<file path="config.mk">
export PLATFORM = sky130hd
export DESIGN_NAME = spi_rx_start_ctrl
export DESIGN_NICKNAME = d
export VERILOG_FILES = /design/src/rtl/spi_rx_pkg.sv /design/src/rtl/spi_rx_regs.sv /design/src/rtl/spi_rx_sck_gen.sv /design/src/rtl/spi_rx_engine.sv /design/src/rtl/spi_rx_start_ctrl.sv
export SDC_FILE = /design/constraint.sdc
export NUM_CORES = 1
export LEC_CHECK = 0
export CAP_MARGIN = 5
export CORE_ASPECT_RATIO = 1.75
export CORE_UTILIZATION = 45
export CTS_CLUSTER_DIAMETER = 50
export DETAILED_ROUTE_END_ITERATION = 7
export PLACE_DENSITY_LB_ADDON = 0.1
export REMOVE_ABC_BUFFERS = 1
export SETUP_SLACK_MARGIN = 0.4
export SYNTH_ARGS = -nofsm -noshare
export SYNTH_HDL_FRONTEND = slang
export SYNTH_SLANG_ARGS = --single-unit
</file>
<file path="constraint.sdc">
create_clock -name clk_i -period 1.5 [get_ports clk_i]
set_input_delay 0.15 -clock clk_i [delete_from_list [all_inputs] [get_ports clk_i]]
set_output_delay 0.15 -clock clk_i [all_outputs]
set_load 0.02 [all_outputs]
</file>
<file path="src/rtl/spi_rx_pkg.sv">
package spi_rx_pkg;
  localparam int REG_W   = 8;
  localparam int FRAME_W = 8;
  localparam int ADDR_W  = 2;

  typedef enum logic [ADDR_W-1:0] {
    ADR_CTRL = 2'd0,
    ADR_STAT = 2'd1,
    ADR_DATA = 2'd2,
    ADR_NONE = 2'd3
  } reg_addr_e;

  // control bit positions
  localparam int C_PWR   = 7;
  localparam int C_RX    = 6;
  localparam int C_TX    = 5;
  localparam int C_CONT  = 4;
  localparam int C_START = 0;

  // status bit positions
  localparam int S_BUSY = 0;
  localparam int S_OVR  = 1;
  localparam int S_FULL = 2;

  typedef struct packed {
    logic pwr;
    logic rx_en;
    logic tx_mode;
    logic cont;
    logic start_en;
  } ctrl_t;
endpackage

</file>
<file path="src/rtl/spi_rx_regs.sv">
module spi_rx_regs
  import spi_rx_pkg::*;
(
  input  logic               clk_i,
  input  logic               rst_ni,
  input  logic               wr_i,
  input  logic               rd_i,
  input  logic [ADDR_W-1:0]  addr_i,
  input  logic [REG_W-1:0]   wdata_i,
  output logic [REG_W-1:0]   rdata_o,
  input  logic               busy_i,
  input  logic               done_i,
  input  logic [FRAME_W-1:0] frame_i,
  output ctrl_t              ctrl_o,
  output logic               rd_data_o,
  output logic               wr_data_o
);
  ctrl_t              ctrl_q;
  logic [FRAME_W-1:0] data_q;
  logic               full_q, ovr_q;
  logic               wr_ctrl, wr_stat;

  assign rd_data_o = rd_i && (addr_i == ADR_DATA);
  assign wr_data_o = wr_i && (addr_i == ADR_DATA);
  assign wr_ctrl   = wr_i && (addr_i == ADR_CTRL);
  assign wr_stat   = wr_i && (addr_i == ADR_STAT);

  always_ff @(posedge clk_i or negedge rst_ni) begin
    if (!rst_ni) begin
      ctrl_q <= '0;
    end else if (wr_ctrl) begin
      ctrl_q.pwr      <= wdata_i[C_PWR];
      ctrl_q.rx_en    <= wdata_i[C_RX];
      ctrl_q.tx_mode  <= wdata_i[C_TX];
      ctrl_q.cont     <= wdata_i[C_CONT];
      ctrl_q.start_en <= wdata_i[C_START];
    end
  end

  always_ff @(posedge clk_i or negedge rst_ni) begin
    if (!rst_ni) begin
      data_q <= '0;
      full_q <= 1'b0;
      ovr_q  <= 1'b0;
    end else begin
      if (done_i) data_q <= frame_i;
      full_q <= done_i || (full_q && !rd_data_o);
      // set wins over software clear
      if (done_i && full_q && !rd_data_o) ovr_q <= 1'b1;
      else if (wr_stat && wdata_i[S_OVR]) ovr_q <= 1'b0;
    end
  end

  always_comb begin
    rdata_o = '0;
    unique case (addr_i)
      ADR_CTRL: begin
        rdata_o[C_PWR]   = ctrl_q.pwr;
        rdata_o[C_RX]    = ctrl_q.rx_en;
        rdata_o[C_TX]    = ctrl_q.tx_mode;
        rdata_o[C_CONT]  = ctrl_q.cont;
        rdata_o[C_START] = ctrl_q.start_en;
      end
      ADR_STAT: begin
        rdata_o[S_BUSY] = busy_i;
        rdata_o[S_OVR]  = ovr_q;
        rdata_o[S_FULL] = full_q;
      end
      ADR_DATA: rdata_o[FRAME_W-1:0] = data_q;
      default:  rdata_o = '0;
    endcase
  end

  assign ctrl_o = ctrl_q;
endmodule

</file>
<file path="src/rtl/spi_rx_sck_gen.sv">
module spi_rx_sck_gen #(
  parameter int DIV_HALF = 2
) (
  input  logic clk_i,
  input  logic rst_ni,
  input  logic run_i,
  output logic sck_o,
  output logic rise_o,
  output logic fall_o
);
  localparam int CNT_W = (DIV_HALF > 1) ? $clog2(DIV_HALF) : 1;
  localparam logic [CNT_W-1:0] CNT_LAST = CNT_W'(DIV_HALF - 1);

  logic [CNT_W-1:0] cnt_q;
  logic             sck_q, tick;

  assign tick   = run_i && (cnt_q == CNT_LAST);
  assign rise_o = tick && !sck_q;
  assign fall_o = tick && sck_q;

  always_ff @(posedge clk_i or negedge rst_ni) begin
    if (!rst_ni) begin
      cnt_q <= '0;
      sck_q <= 1'b0;
    end else if (!run_i) begin
      cnt_q <= '0;
      sck_q <= 1'b0;
    end else if (tick) begin
      cnt_q <= '0;
      sck_q <= !sck_q;
    end else begin
      cnt_q <= cnt_q + 1'b1;
    end
  end

  assign sck_o = sck_q;
endmodule

</file>
<file path="src/rtl/spi_rx_engine.sv">
module spi_rx_engine
  import spi_rx_pkg::*;
(
  input  logic               clk_i,
  input  logic               rst_ni,
  input  ctrl_t              ctrl_i,
  input  logic               rd_data_i,
  input  logic               wr_data_i,
  input  logic               rise_i,
  input  logic               fall_i,
  input  logic               sdi_i,
  output logic               busy_o,
  output logic               done_o,
  output logic [FRAME_W-1:0] frame_o
);
  localparam int BIT_W = $clog2(FRAME_W);
  localparam logic [BIT_W-1:0] BIT_LAST = BIT_W'(FRAME_W - 1);
  localparam logic [BIT_W-1:0] BIT_PREV = BIT_W'(FRAME_W - 2);

  logic               busy_q, arm_q, active, rx_mode, start, last_bit;
  logic [BIT_W-1:0]   bit_q;
  logic [FRAME_W-1:0] shift_q;

  assign active   = ctrl_i.pwr && ctrl_i.rx_en;
  assign rx_mode  = !ctrl_i.tx_mode;
  // receive modes: gated read trigger; transmit modes: data write, gate ignored
  assign start    = !busy_q && active &&
                    ((rx_mode && ctrl_i.start_en && rd_data_i) ||
                     (!rx_mode && wr_data_i));
  assign last_bit = (bit_q == BIT_LAST);
  assign done_o   = busy_q && active && fall_i && last_bit;

  always_ff @(posedge clk_i or negedge rst_ni) begin
    if (!rst_ni) begin
      busy_q  <= 1'b0;
      arm_q   <= 1'b0;
      bit_q   <= '0;
      shift_q <= '0;
    end else if (!active) begin
      busy_q <= 1'b0;
      arm_q  <= 1'b0;
      bit_q  <= '0;
    end else if (start) begin
      busy_q <= 1'b1;
      arm_q  <= 1'b0;
      bit_q  <= '0;
    end else if (busy_q) begin
      if (rise_i) shift_q <= {shift_q[FRAME_W-2:0], sdi_i};
      if (fall_i) begin
        if (last_bit) begin
          bit_q  <= '0;
          arm_q  <= 1'b0;
          busy_q <= arm_q;
        end else begin
          bit_q <= bit_q + 1'b1;
          // falling edge that opens the final bit: continuation decision
          if (bit_q == BIT_PREV)
            arm_q <= rx_mode && ctrl_i.cont && ctrl_i.start_en;
        end
      end
    end
  end

  assign busy_o  = busy_q;
  assign frame_o = shift_q;
endmodule

</file>
<file path="src/rtl/spi_rx_start_ctrl.sv">
module spi_rx_start_ctrl
  import spi_rx_pkg::*;
#(
  parameter int DIV_HALF = 2
) (
  input  logic              clk_i,
  input  logic              rst_ni,
  input  logic              bus_wr_i,
  input  logic              bus_rd_i,
  input  logic [ADDR_W-1:0] bus_addr_i,
  input  logic [REG_W-1:0]  bus_wdata_i,
  output logic [REG_W-1:0]  bus_rdata_o,
  output logic              sck_o,
  input  logic              sdi_i,
  output logic              rx_irq_o
);
  ctrl_t              ctrl;
  logic               rd_data, wr_data, busy, done, rise, fall, irq_q;
  logic [FRAME_W-1:0] frame;

  spi_rx_regs i_regs (
    .clk_i    (clk_i),
    .rst_ni   (rst_ni),
    .wr_i     (bus_wr_i),
    .rd_i     (bus_rd_i),
    .addr_i   (bus_addr_i),
    .wdata_i  (bus_wdata_i),
    .rdata_o  (bus_rdata_o),
    .busy_i   (busy),
    .done_i   (done),
    .frame_i  (frame),
    .ctrl_o   (ctrl),
    .rd_data_o(rd_data),
    .wr_data_o(wr_data)
  );

  spi_rx_sck_gen #(.DIV_HALF(DIV_HALF)) i_sck (
    .clk_i (clk_i),
    .rst_ni(rst_ni),
    .run_i (busy),
    .sck_o (sck_o),
    .rise_o(rise),
    .fall_o(fall)
  );

  spi_rx_engine i_eng (
    .clk_i    (clk_i),
    .rst_ni   (rst_ni),
    .ctrl_i   (ctrl),
    .rd_data_i(rd_data),
    .wr_data_i(wr_data),
    .rise_i   (rise),
    .fall_i   (fall),
    .sdi_i    (sdi_i),
    .busy_o   (busy),
    .done_o   (done),
    .frame_o  (frame)
  );

  always_ff @(posedge clk_i or negedge rst_ni) begin
    if (!rst_ni) irq_q <= 1'b0;
    else         irq_q <= done;
  end

  assign rx_irq_o = irq_q;
endmodule

</file>
==> impl_metrics.env, run 1 <==
export IMPL_synth_seq_area_share=0.5424
export IMPL_skew_ns=0.004027
export IMPL_final_antenna_net_count=0
export IMPL_drive_gt1_frac=0.5793
export IMPL_pin_count=25
export IMPL_clock_path_buffers=2
export IMPL_hold_viol=0
export IMPL_core_um2=2960
export IMPL_cts_buffers=5
export IMPL_r2r_end="i_eng.arm_q$_DFFE_PN0P_"
export IMPL_antenna_found_initial=0
export IMPL_fp_dieArea_um2=3416
export IMPL_slowest_stage="or4_4"
export IMPL_clock_sinks=31
export IMPL_min_period_over_period=1.043
export IMPL_fp_dieW_um=44.62
export IMPL_ir_worst_vdd_mv=0.6771
export IMPL_cts_hold_buf=0
export IMPL_synth_top_cells_by_area="dfrtp_1 (54%), mux2_2 (17%), ha_1 (6.1%), a22o_1 (2.4%), nand2_1 (1.8%)"
export IMPL_firstDrtPassIters=4
export IMPL_gp_congestion=0.7772
export IMPL_cpPeakStageDelay_ns=0.53
export IMPL_cts_root_buf="clkbuf_8"
export IMPL_row_count=26
export IMPL_end_kind="register"
export IMPL_cts_tree="built"
export IMPL_globalRouteTotalUtil=0.2331
export IMPL_rrSetupSlack_ns=-0.06
export IMPL_status="finished, violations left"
export IMPL_worst_slew_pin_transition_ns=0.3878
export IMPL_dp_hpwl_mm=2.205
export IMPL_grt_overflow_total=0
export IMPL_cp_cell_sequence="buf_6 -> inv_4 -> ha_4 -> nand2_2 -> or4_4 -> a211oi_2"
export IMPL_yosys_area_top_type_share=0.5424
export IMPL_setup_viol=9
export IMPL_mostFrequentLayoutCell="dfrtp_1"
export IMPL_drt_iter0_drc=15
export IMPL_nFillCells=207
export IMPL_violations="setup timing"
export IMPL_hold_class="input port to asynchronous set/reset pin"
export IMPL_multiInputGateArea_um2=799.5
export IMPL_start_util=0.4831
export IMPL_powerDensity_nw_per_um2=848.8
export IMPL_path_class="register to register"
export IMPL_drv_slew=0
export IMPL_routed_via_density=5.252
export IMPL_path_max_fanout=2
export IMPL_ys_ff_latch=31
export IMPL_insertion_delay_ns=0.28
export IMPL_regArea_um2=778.2
export IMPL_final_cell_mix="dfrtp_1 (29), buf_4 (20), mux2_4 (16), buf_6 (15), clkdlybuf4s50_1 (10)"
export IMPL_grt_pass1_wl_mm=5.706
export IMPL_port_buffers=22
export IMPL_final_min_clock_period_ns=1.564
export IMPL_die_h_um=76.58
export IMPL_placed_cell_area_um2=1804
export IMPL_grt_start_max_net_pins=32
export IMPL_fin_ws_ns=-0.06389
export IMPL_yosysTopAreaCell="dfrtp_1"
export IMPL_cp_buffers_inverters=2
export IMPL_cellLeakagePower_uw=0.001007
export IMPL_rr_startpoint="i_eng.bit_q[0]$_DFFE_PN0P_"
export IMPL_yosys_cell_types_count=31
export IMPL_cts_htree_levels=2
export IMPL_fin_area_um2=2197
export IMPL_startpoint_type="register"
export IMPL_synth_warnings=0
export IMPL_maxCapViolCount=0
export IMPL_drcViolationCount=0
export IMPL_worst_path_stages=6
export IMPL_worstPathArrival_ns=1.76
export IMPL_grt_pass1_vias=1200
export IMPL_grt_setup_unrepaired="true"
export IMPL_vias=1082
export IMPL_antenna_cells_inserted=0
export IMPL_clkTransAtPathRegs_ns=0.06
export IMPL_synthCells=110
export IMPL_worstPathRequired_ns=1.69
export IMPL_avgSynthCellArea_um2=13.00
export IMPL_maxSlewHeadroom=0.7415
export IMPL_wl_mm=3.472
export IMPL_reg2regPathDepth=6
export IMPL_nNetsFinal=185
export IMPL_synthesis_area_um2=1430
export IMPL_routedWlPerCell_um=16.85
export IMPL_fmax_mhz=639.4
export IMPL_area_growth_pct=53.63
export IMPL_holdWs_ns=0.2589
export IMPL_crit_family="simple AND/OR/NAND/NOR gates"
synth_stat cells (all sizes together):
library cell,instances
nand3,2
mux2,21
and3b,1
a32o,1
dfrtp,31
o211a,1
nor3,3
and2,2
buf,1
a22o,4
ha,7
a211oi,3
clkbuf,1
mux2i,1
inv,5
nand3b,1
o311ai,1
nor2,3
nor2b,2
a21oi,2
or4,1
or2,1
a21o,1
a22oi,2
nand2,7
xnor2,1
or3,1
o21ai,2
a222oi,1
worst max path at each step:
stage                                           from                      endpoint  slack, ns
after floorplan           i_eng.bit_q[0]$_DFFE_PN0P_  i_regs.data_q[0]$_DFFE_PN0P_      -0.54
after global placement                 bus_addr_i[0]                bus_rdata_o[4]      -0.50
after detailed placement               bus_addr_i[0]                bus_rdata_o[0]      -0.56
after CTS                 i_eng.bit_q[1]$_DFFE_PN0P_       i_eng.arm_q$_DFFE_PN0P_      -0.05
after global routing      i_eng.bit_q[1]$_DFFE_PN0P_  i_regs.data_q[2]$_DFFE_PN0P_      -0.12
final                     i_eng.bit_q[0]$_DFFE_PN0P_       i_eng.arm_q$_DFFE_PN0P_      -0.06
metal layers:
metal,GRT usage,vias up,part of all wire
li1,-,503,-
met1,0.2575,541,0.35
met2,0.4074,30,0.59
met3,0.04265,8,0.033
met4,0.1091,0,0.024
met5,0,-,0
where the power goes:
group	total, uW	internal, uW	leakage [uW]	switching, uW
Clock	714	417	0.0000505	297
Sequential	896	865	0.000420	30.3
Combinational	255	140	0.000537	116
Total	1860	1420	0.00101	443
flip-flops by register name, summed over array words and instances, names as in the netlist:
name,count
i_eng.frame_o,8
i_regs.data_q,8
i_regs.ctrl_o,5
i_eng.bit_q,3
i_eng.arm_q,1
i_eng.busy_o,1
i_regs.full_q,1
i_regs.ovr_q,1
i_sck.cnt_q,1
i_sck.sck_o,1
rx_irq_o,1
metrics by stage:
stage	power, uW	setup TNS, ns	std cells	util	setup slack, ns
6_report	1865	-0.4421	206	0.7422	-0.06389
5_1_grt	1930	-1.111	206	0.7422	-0.1245
4_1_cts	1853	-0.4294	201	0.7126	-0.04896
3_5_place_dp	1111	-7.409	187	0.6095	-0.5578
3_3_place_gp	1106	-7.049	187	0.6095	-0.4977
2_1_floorplan	988.5	-5.166	108	-	-0.5372
cells by family after synthesis:
kind of cell	after synthesis	share of synthesized area
DFF	31	0.5424
and+or+nand+nor	24	0.09975
muxes	22	0.1724
AOI/OAI and AO/OA	18	0.09711
buffers and inverters	7	0.02100
adders and majority gates	7	0.06124
xor gates and xnor gates	1	0.006125
layout make-up:
type / instances / area share
Inverter: 5 / 0.01082
Clock buffer: 7 / 0.04385
Sequential cell: 31 / 0.3542
Multi-Input combinational cell: 72 / 0.3639
Timing Repair Buffer: 48 / 0.1999
Clock inverter: 1 / 0.003417
Tap cell: 42 / 0.02392
repair_timing:
action | 4_1_cts | 5_1_grt
endpoints found under the setup margin | 39 | 34
endpoints found under the hold margin | 0 | 0
gates cloned | 1 | 0
resized for setup | 104 | 18
buffers inserted | 5 | 5
pin swaps | 18 | 13
Note: power is estimated with default switching activity, not from simulation.
==> run 2, diff against run 1 <==
clock period = 2 ns   (was 1.5 ns; I/O delays follow)
==> impl_metrics.env, run 2 (synthesis results as in run 1) <==
export IMPL_maxCapViolCount=0
export IMPL_p_clk_frac=0.371
export IMPL_drv_slew=0
export IMPL_grt_overflow_total=0
export IMPL_hold_class="input port to asynchronous set/reset pin"
export IMPL_area_growth_pct=31.67
export IMPL_cpPeakStageDelay_ns=0.53
export IMPL_grt_setup_unrepaired="true"
export IMPL_hold_viol=0
export IMPL_clock_path_buffers=2
export IMPL_final_util=0.6361
export IMPL_cp_cell_sequence="ha_2 -> ha_4 -> or4_4 -> a211oi_2"
export IMPL_cp_startpoint="i_eng.bit_q[0]$_DFFE_PN0P_"
export IMPL_cts_buffers=5
export IMPL_grt_start_max_net_pins=32
export IMPL_rr_startpoint="i_eng.bit_q[0]$_DFFE_PN0P_"
export IMPL_pin_count=25
export IMPL_grt_pass1_vias=1112
export IMPL_fp_dieArea_um2=3416
export IMPL_powerDensity_nw_per_um2=678.2
export IMPL_antenna_found_initial=0
export IMPL_dp_hpwl_mm=2.153
export IMPL_netSwitchingPower_uw=293.2
export IMPL_cts_tree="built"
export IMPL_setup_viol=0
export IMPL_antenna_cells_inserted=0
export IMPL_swShare=0.2296
export IMPL_insertion_delay_ns=0.28
export IMPL_drcViolationCount=0
export IMPL_end_kind="register"
export IMPL_start_util=0.4831
export IMPL_cp_endpoint="i_eng.arm_q$_DFFE_PN0P_"
export IMPL_path_max_fanout=4
export IMPL_cellLeakagePower_uw=0.0009288
export IMPL_clkTransAtPathRegs_ns=0.07
export IMPL_p_int_uw=983.8
export IMPL_startpoint_type="register"
export IMPL_drive_gt1_frac=0.4013
export IMPL_cts_root_buf="clkbuf_8"
export IMPL_die_h_um=76.58
export IMPL_routedWlPerCell_um=15.35
export IMPL_fmax_mhz=612.4
export IMPL_core_um2=2960
export IMPL_final_antenna_net_count=0
export IMPL_port_buffers=22
export IMPL_reg2regPathDepth=4
export IMPL_cts_htree_levels=2
export IMPL_ir_worst_vdd_mv=0.5332
export IMPL_final_min_clock_period_ns=1.633
export IMPL_firstDrtPassIters=4
export IMPL_power_frac_seq=0.527
export IMPL_path_class="register to register"
export IMPL_fp_dieW_um=44.62
export IMPL_worstPathRequired_ns=2.18
export IMPL_final_cell_mix="dfrtp_1 (31), mux2_2 (21), buf_4 (15), clkdlybuf4s50_1 (11)"
export IMPL_worstPathArrival_ns=1.81
export IMPL_globalRouteTotalUtil=0.2100
export IMPL_grt_pass1_wl_mm=5.216
export IMPL_rrSetupSlack_ns=0.37
export IMPL_nNetsFinal=174
export IMPL_nFillCells=242
export IMPL_holdWs_ns=0.3097
export IMPL_slowest_stage="or4_4"
export IMPL_mostFrequentLayoutCell="dfrtp_1"
export IMPL_routed_via_density=5.263
export IMPL_wl_mm=2.977
export IMPL_status="completed"
export IMPL_maxSlewHeadroom=0.6969
export IMPL_p_comb_frac=0.103
export IMPL_row_count=26
export IMPL_drt_iter0_drc=31
export IMPL_clock_sinks=31
export IMPL_gp_congestion=0.8084
export IMPL_min_period_over_period=0.8165
export IMPL_skew_ns=0.009455
export IMPL_worst_slew_pin_transition_ns=0.4489
export IMPL_r2r_end="i_eng.arm_q$_DFFE_PN0P_"
export IMPL_vias=1021
## run 2: cell types whose count changed in the layout (fill, tap and decap cells not counted), sizes merged
cell           change
buf               -15
dlygate4sd2        +2
clkdlybuf4s15      -1
clkdlybuf4s50      +1
clkinv             +1
clkinvlp           -1
dlymetal6s2s       +1
## run 2: worst min path at each step
stage / start / endpoint / slack (ns) / depth (start not counted)
global placement: i_regs.data_q[3]$_DFFE_PN0P_ / i_regs.data_q[3]$_DFFE_PN0P_ / 0.48 / 1
global route: rst_ni / i_eng.bit_q[2]$_DFFE_PN0P_ / 0.34 / 2
finish: rst_ni / i_eng.bit_q[2]$_DFFE_PN0P_ / 0.31 / 2
detailed placement: i_regs.data_q[3]$_DFFE_PN0P_ / i_regs.data_q[3]$_DFFE_PN0P_ / 0.49 / 1
CTS: rst_ni / i_eng.bit_q[2]$_DFFE_PN0P_ / 0.32 / 2
floorplan: rst_ni / i_eng.arm_q$_DFFE_PN0P_ / -0.1 / 0
## run 2: metrics by stage
step	TNS, ns	area, um^2	instances	setup slack, ns	total power [uW]
after CTS	0	1857	191	0.4088	1295
after global routing	0	1883	194	0.3174	1341
final	0	1883	194	0.3670	1277
after floorplan	-0.2979	1419	108	-0.03724	741.4
after global placement	-0.6609	1752	180	-0.1121	818.8
after detailed placement	-0.9552	1752	180	-0.1513	822.8
## run 2: what timing repair did
| item | CTS | global route |
|---|---|---|
| pin swaps | 2 | 4 |
| endpoints found under the setup margin | 22 | 13 |
| gates resized for setup | 39 | 4 |
| cloned | 1 | 0 |
| buffers inserted | 3 | 3 |
| hold buffers | 0 | 0 |
## run 2: power groups by stage
stage / Sequential (uW) / Clock, uW / Combinational (uW)
floorplan: 675 / 0 / 66.8
global placement: 683 / 0 / 135
detailed placement: 684 / 0 / 139
CTS: 672 / 489 / 133
global route: 677 / 520 / 144
finish: 673 / 473 / 131
## run 2: critical path, delay by kind of cell, from the launching register on
kind / cells / cell delay, ns
AOI/OAI and AO/OA: 1 / 0.25
and+or+nand+nor: 1 / 0.53
adders and majority gates: 2 / 0.37
DFF: 1 / 0.39
## run 2: per-layer routing
layer	track usage	routed length, um	vias up
met5	0	0	-
met4	0.09091	69	0
met3	0.05687	100	6
met2	0.3588	1703	18
met1	0.2321	1105	513
li1	-	-	484
## run 2: cell type report
class	instances	area, um^2	area share
clock buffers	6	82.58	0.04385
clock inverters	1	5.005	0.002658
multi-input cells	72	655.6	0.3482
inverters	5	18.77	0.009967
well taps	42	52.55	0.02791
flip-flops and latches	31	775.7	0.4120
repair buffers	37	292.8	0.1555
==> run 3, diff against run 2 <==
clock period = 1.45 ns   (was 2 ns; I/O delays follow)
==> impl_metrics.env, run 3 (synthesis results as in run 1) <==
export IMPL_status="finished, violations left"
export IMPL_violations="setup timing"
export IMPL_die_h_um=76.58
export IMPL_area_growth_pct=60.98
export IMPL_cpPeakStageDelay_ns=0.38
export IMPL_cellLeakagePower_uw=0.001079
export IMPL_end_kind="register"
export IMPL_antenna_cells_inserted=0
export IMPL_mostFrequentLayoutCell="dfrtp_1"
export IMPL_clkTransAtPathRegs_ns=0.06
export IMPL_setup_viol=13
export IMPL_min_period_over_period=1.096
export IMPL_clock_sinks=31
export IMPL_drcViolationCount=0
export IMPL_grt_start_max_net_pins=32
export IMPL_startpoint_type="register"
export IMPL_dp_cells=188
export IMPL_placed_cell_area_um2=1812
export IMPL_worstPathRequired_ns=1.62
export IMPL_final_cell_mix="dfrtp_1 (30), buf_4 (24), buf_6 (22), mux2_4 (16), clkdlybuf4s50_1 (10)"
export IMPL_cp_endpoint="i_regs.data_q[6]$_DFFE_PN0P_"
export IMPL_antenna_found_initial=0
export IMPL_wl_mm=4.096
export IMPL_skew_ns=0.004568
export IMPL_clock_path_buffers=2
export IMPL_maxSlewHeadroom=0.7353
export IMPL_final_min_clock_period_ns=1.589
export IMPL_grt_pass1_wl_mm=5.913
export IMPL_hold_class="input port to asynchronous set/reset pin"
export IMPL_cp_startpoint="i_eng.bit_q[0]$_DFFE_PN0P_"
export IMPL_grt_pass1_vias=1253
export IMPL_vias=1148
export IMPL_path_max_fanout=5
export IMPL_cp_cell_sequence="ha_2 -> ha_4 -> inv_4 -> nor3_4 -> buf_6 -> mux2_4"
export IMPL_maxCapViolCount=0
export IMPL_fin_area_um2=2302
export IMPL_worst_slew_pin_transition_ns=0.3970
export IMPL_cts_htree_levels=2
export IMPL_firstDrtPassIters=4
export IMPL_cts_hold_buf=0
export IMPL_drt_iter0_drc=33
export IMPL_final_cells=214
export IMPL_core_um2=2960
export IMPL_multiInputGateArea_um2=828.3
export IMPL_cts_buffers=5
export IMPL_fp_dieW_um=44.62
export IMPL_fp_dieArea_um2=3416
export IMPL_regArea_um2=777.0
export IMPL_final_antenna_net_count=0
export IMPL_routedWlPerCell_um=19.14
export IMPL_drv_slew=0
export IMPL_rr_startpoint="i_eng.bit_q[0]$_DFFE_PN0P_"
export IMPL_nNetsFinal=194
export IMPL_fmax_mhz=629.2
export IMPL_routed_via_density=5.364
export IMPL_port_buffers=22
export IMPL_final_util=0.7777
export IMPL_cts_root_buf="clkbuf_8"
export IMPL_powerDensity_nw_per_um2=834.2
export IMPL_grt_setup_unrepaired="true"
export IMPL_start_util=0.4831
export IMPL_cts_tree="built"
export IMPL_gp_congestion=0.7397
export IMPL_preCtsSetupSlack_ns=-0.6220
export IMPL_pin_count=25
export IMPL_dp_hpwl_mm=2.292
export IMPL_insertion_delay_ns=0.28
export IMPL_reg2regPathDepth=6
export IMPL_globalRouteTotalUtil=0.2371
export IMPL_ir_worst_vdd_mv=0.7392
export IMPL_worstPathArrival_ns=1.76
export IMPL_rrSetupSlack_ns=-0.14
export IMPL_r2r_end="i_regs.data_q[6]$_DFFE_PN0P_"
export IMPL_holdWs_ns=0.2471
export IMPL_path_class="register to register"
export IMPL_grt_overflow_total=0
export IMPL_row_count=26
export IMPL_slowest_stage="dfrtp_1"
export IMPL_fin_ws_ns=-0.1392
export IMPL_nFillCells=186
export IMPL_drive_gt1_frac=0.6105
export IMPL_hold_viol=0
run 3: cell types whose count changed in the layout (fill, tap and decap cells not counted), moves of 3 or more:
cell,delta
buf_2,-6
buf_4,+9
buf_6,+22
ha_1,-3
inv_1,-3
mux2_2,-16
mux2_4,+16
nand2_1,-4
nand2_2,+3
run 3: cell type report:
class	count	share of cell area
clock buffers	6	0.03587
well taps	42	0.02283
flip-flops and latches	31	0.3375
inverters	5	0.01033
clock inverters	1	0.002174
repair buffers	57	0.2315
multi-input cells	72	0.3598
run 3: repair_timing:
item / in CTS / in global routing
endpoints found under the setup margin: 39 / 34
pin swaps: 17 / 9
resized for setup: 119 / 19
cloned: 1 / 0
buffers inserted: 12 / 6
run 3: where the power goes:
group	switching (uW)	total (uW)	internal, uW
Clock	300	671	371
Sequential	35.8	930	894
Combinational	144	319	175
Total	480	1920	1440
run 3: metrics by stage:
| step | power (uW) | setup TNS, ns |
|---|---|---|
| final | 1921 | -1.347 |
| after global placement | 1144 | -8.226 |
| after CTS | 1898 | -0.7277 |
| after detailed placement | 1153 | -9.363 |
| after global routing | 1980 | -1.937 |
| after floorplan | 1023 | -5.917 |
run 3: worst max-delay path: cells and delay by family, from the launching register on:
| kind | cells | cell delay, ns |
|---|---|---|
| DFF | 1 | 0.38 |
| adders and majority gates | 2 | 0.37 |
| muxes | 1 | 0.30 |
| buffers and inverters | 2 | 0.23 |
| and+or+nand+nor | 1 | 0.20 |
run 3: routing by layer:
metal / vias up / share of wire / GRT usage
li1: 522 / - / -
met1: 565 / 0.34 / 0.2770
met2: 45 / 0.59 / 0.4074
met3: 16 / 0.037 / 0.04739
met4: 0 / 0.031 / 0.09091
met5: - / 0 / 0
run 3: worst min-delay path by stage:
stage | startpoint | endpoint | depth (start not counted)
after floorplan | rst_ni | i_eng.arm_q$_DFFE_PN0P_ | 0
after global placement | i_regs.data_q[3]$_DFFE_PN0P_ | i_regs.data_q[3]$_DFFE_PN0P_ | 1
after detailed placement | i_regs.ovr_q$_DFFE_PN0P_ | i_regs.ovr_q$_DFFE_PN0P_ | 1
after CTS | rst_ni | i_eng.arm_q$_DFFE_PN0P_ | 2
after global routing | rst_ni | rx_irq_o$_DFF_PN0_ | 2
final | rst_ni | i_eng.arm_q$_DFFE_PN0P_ | 2
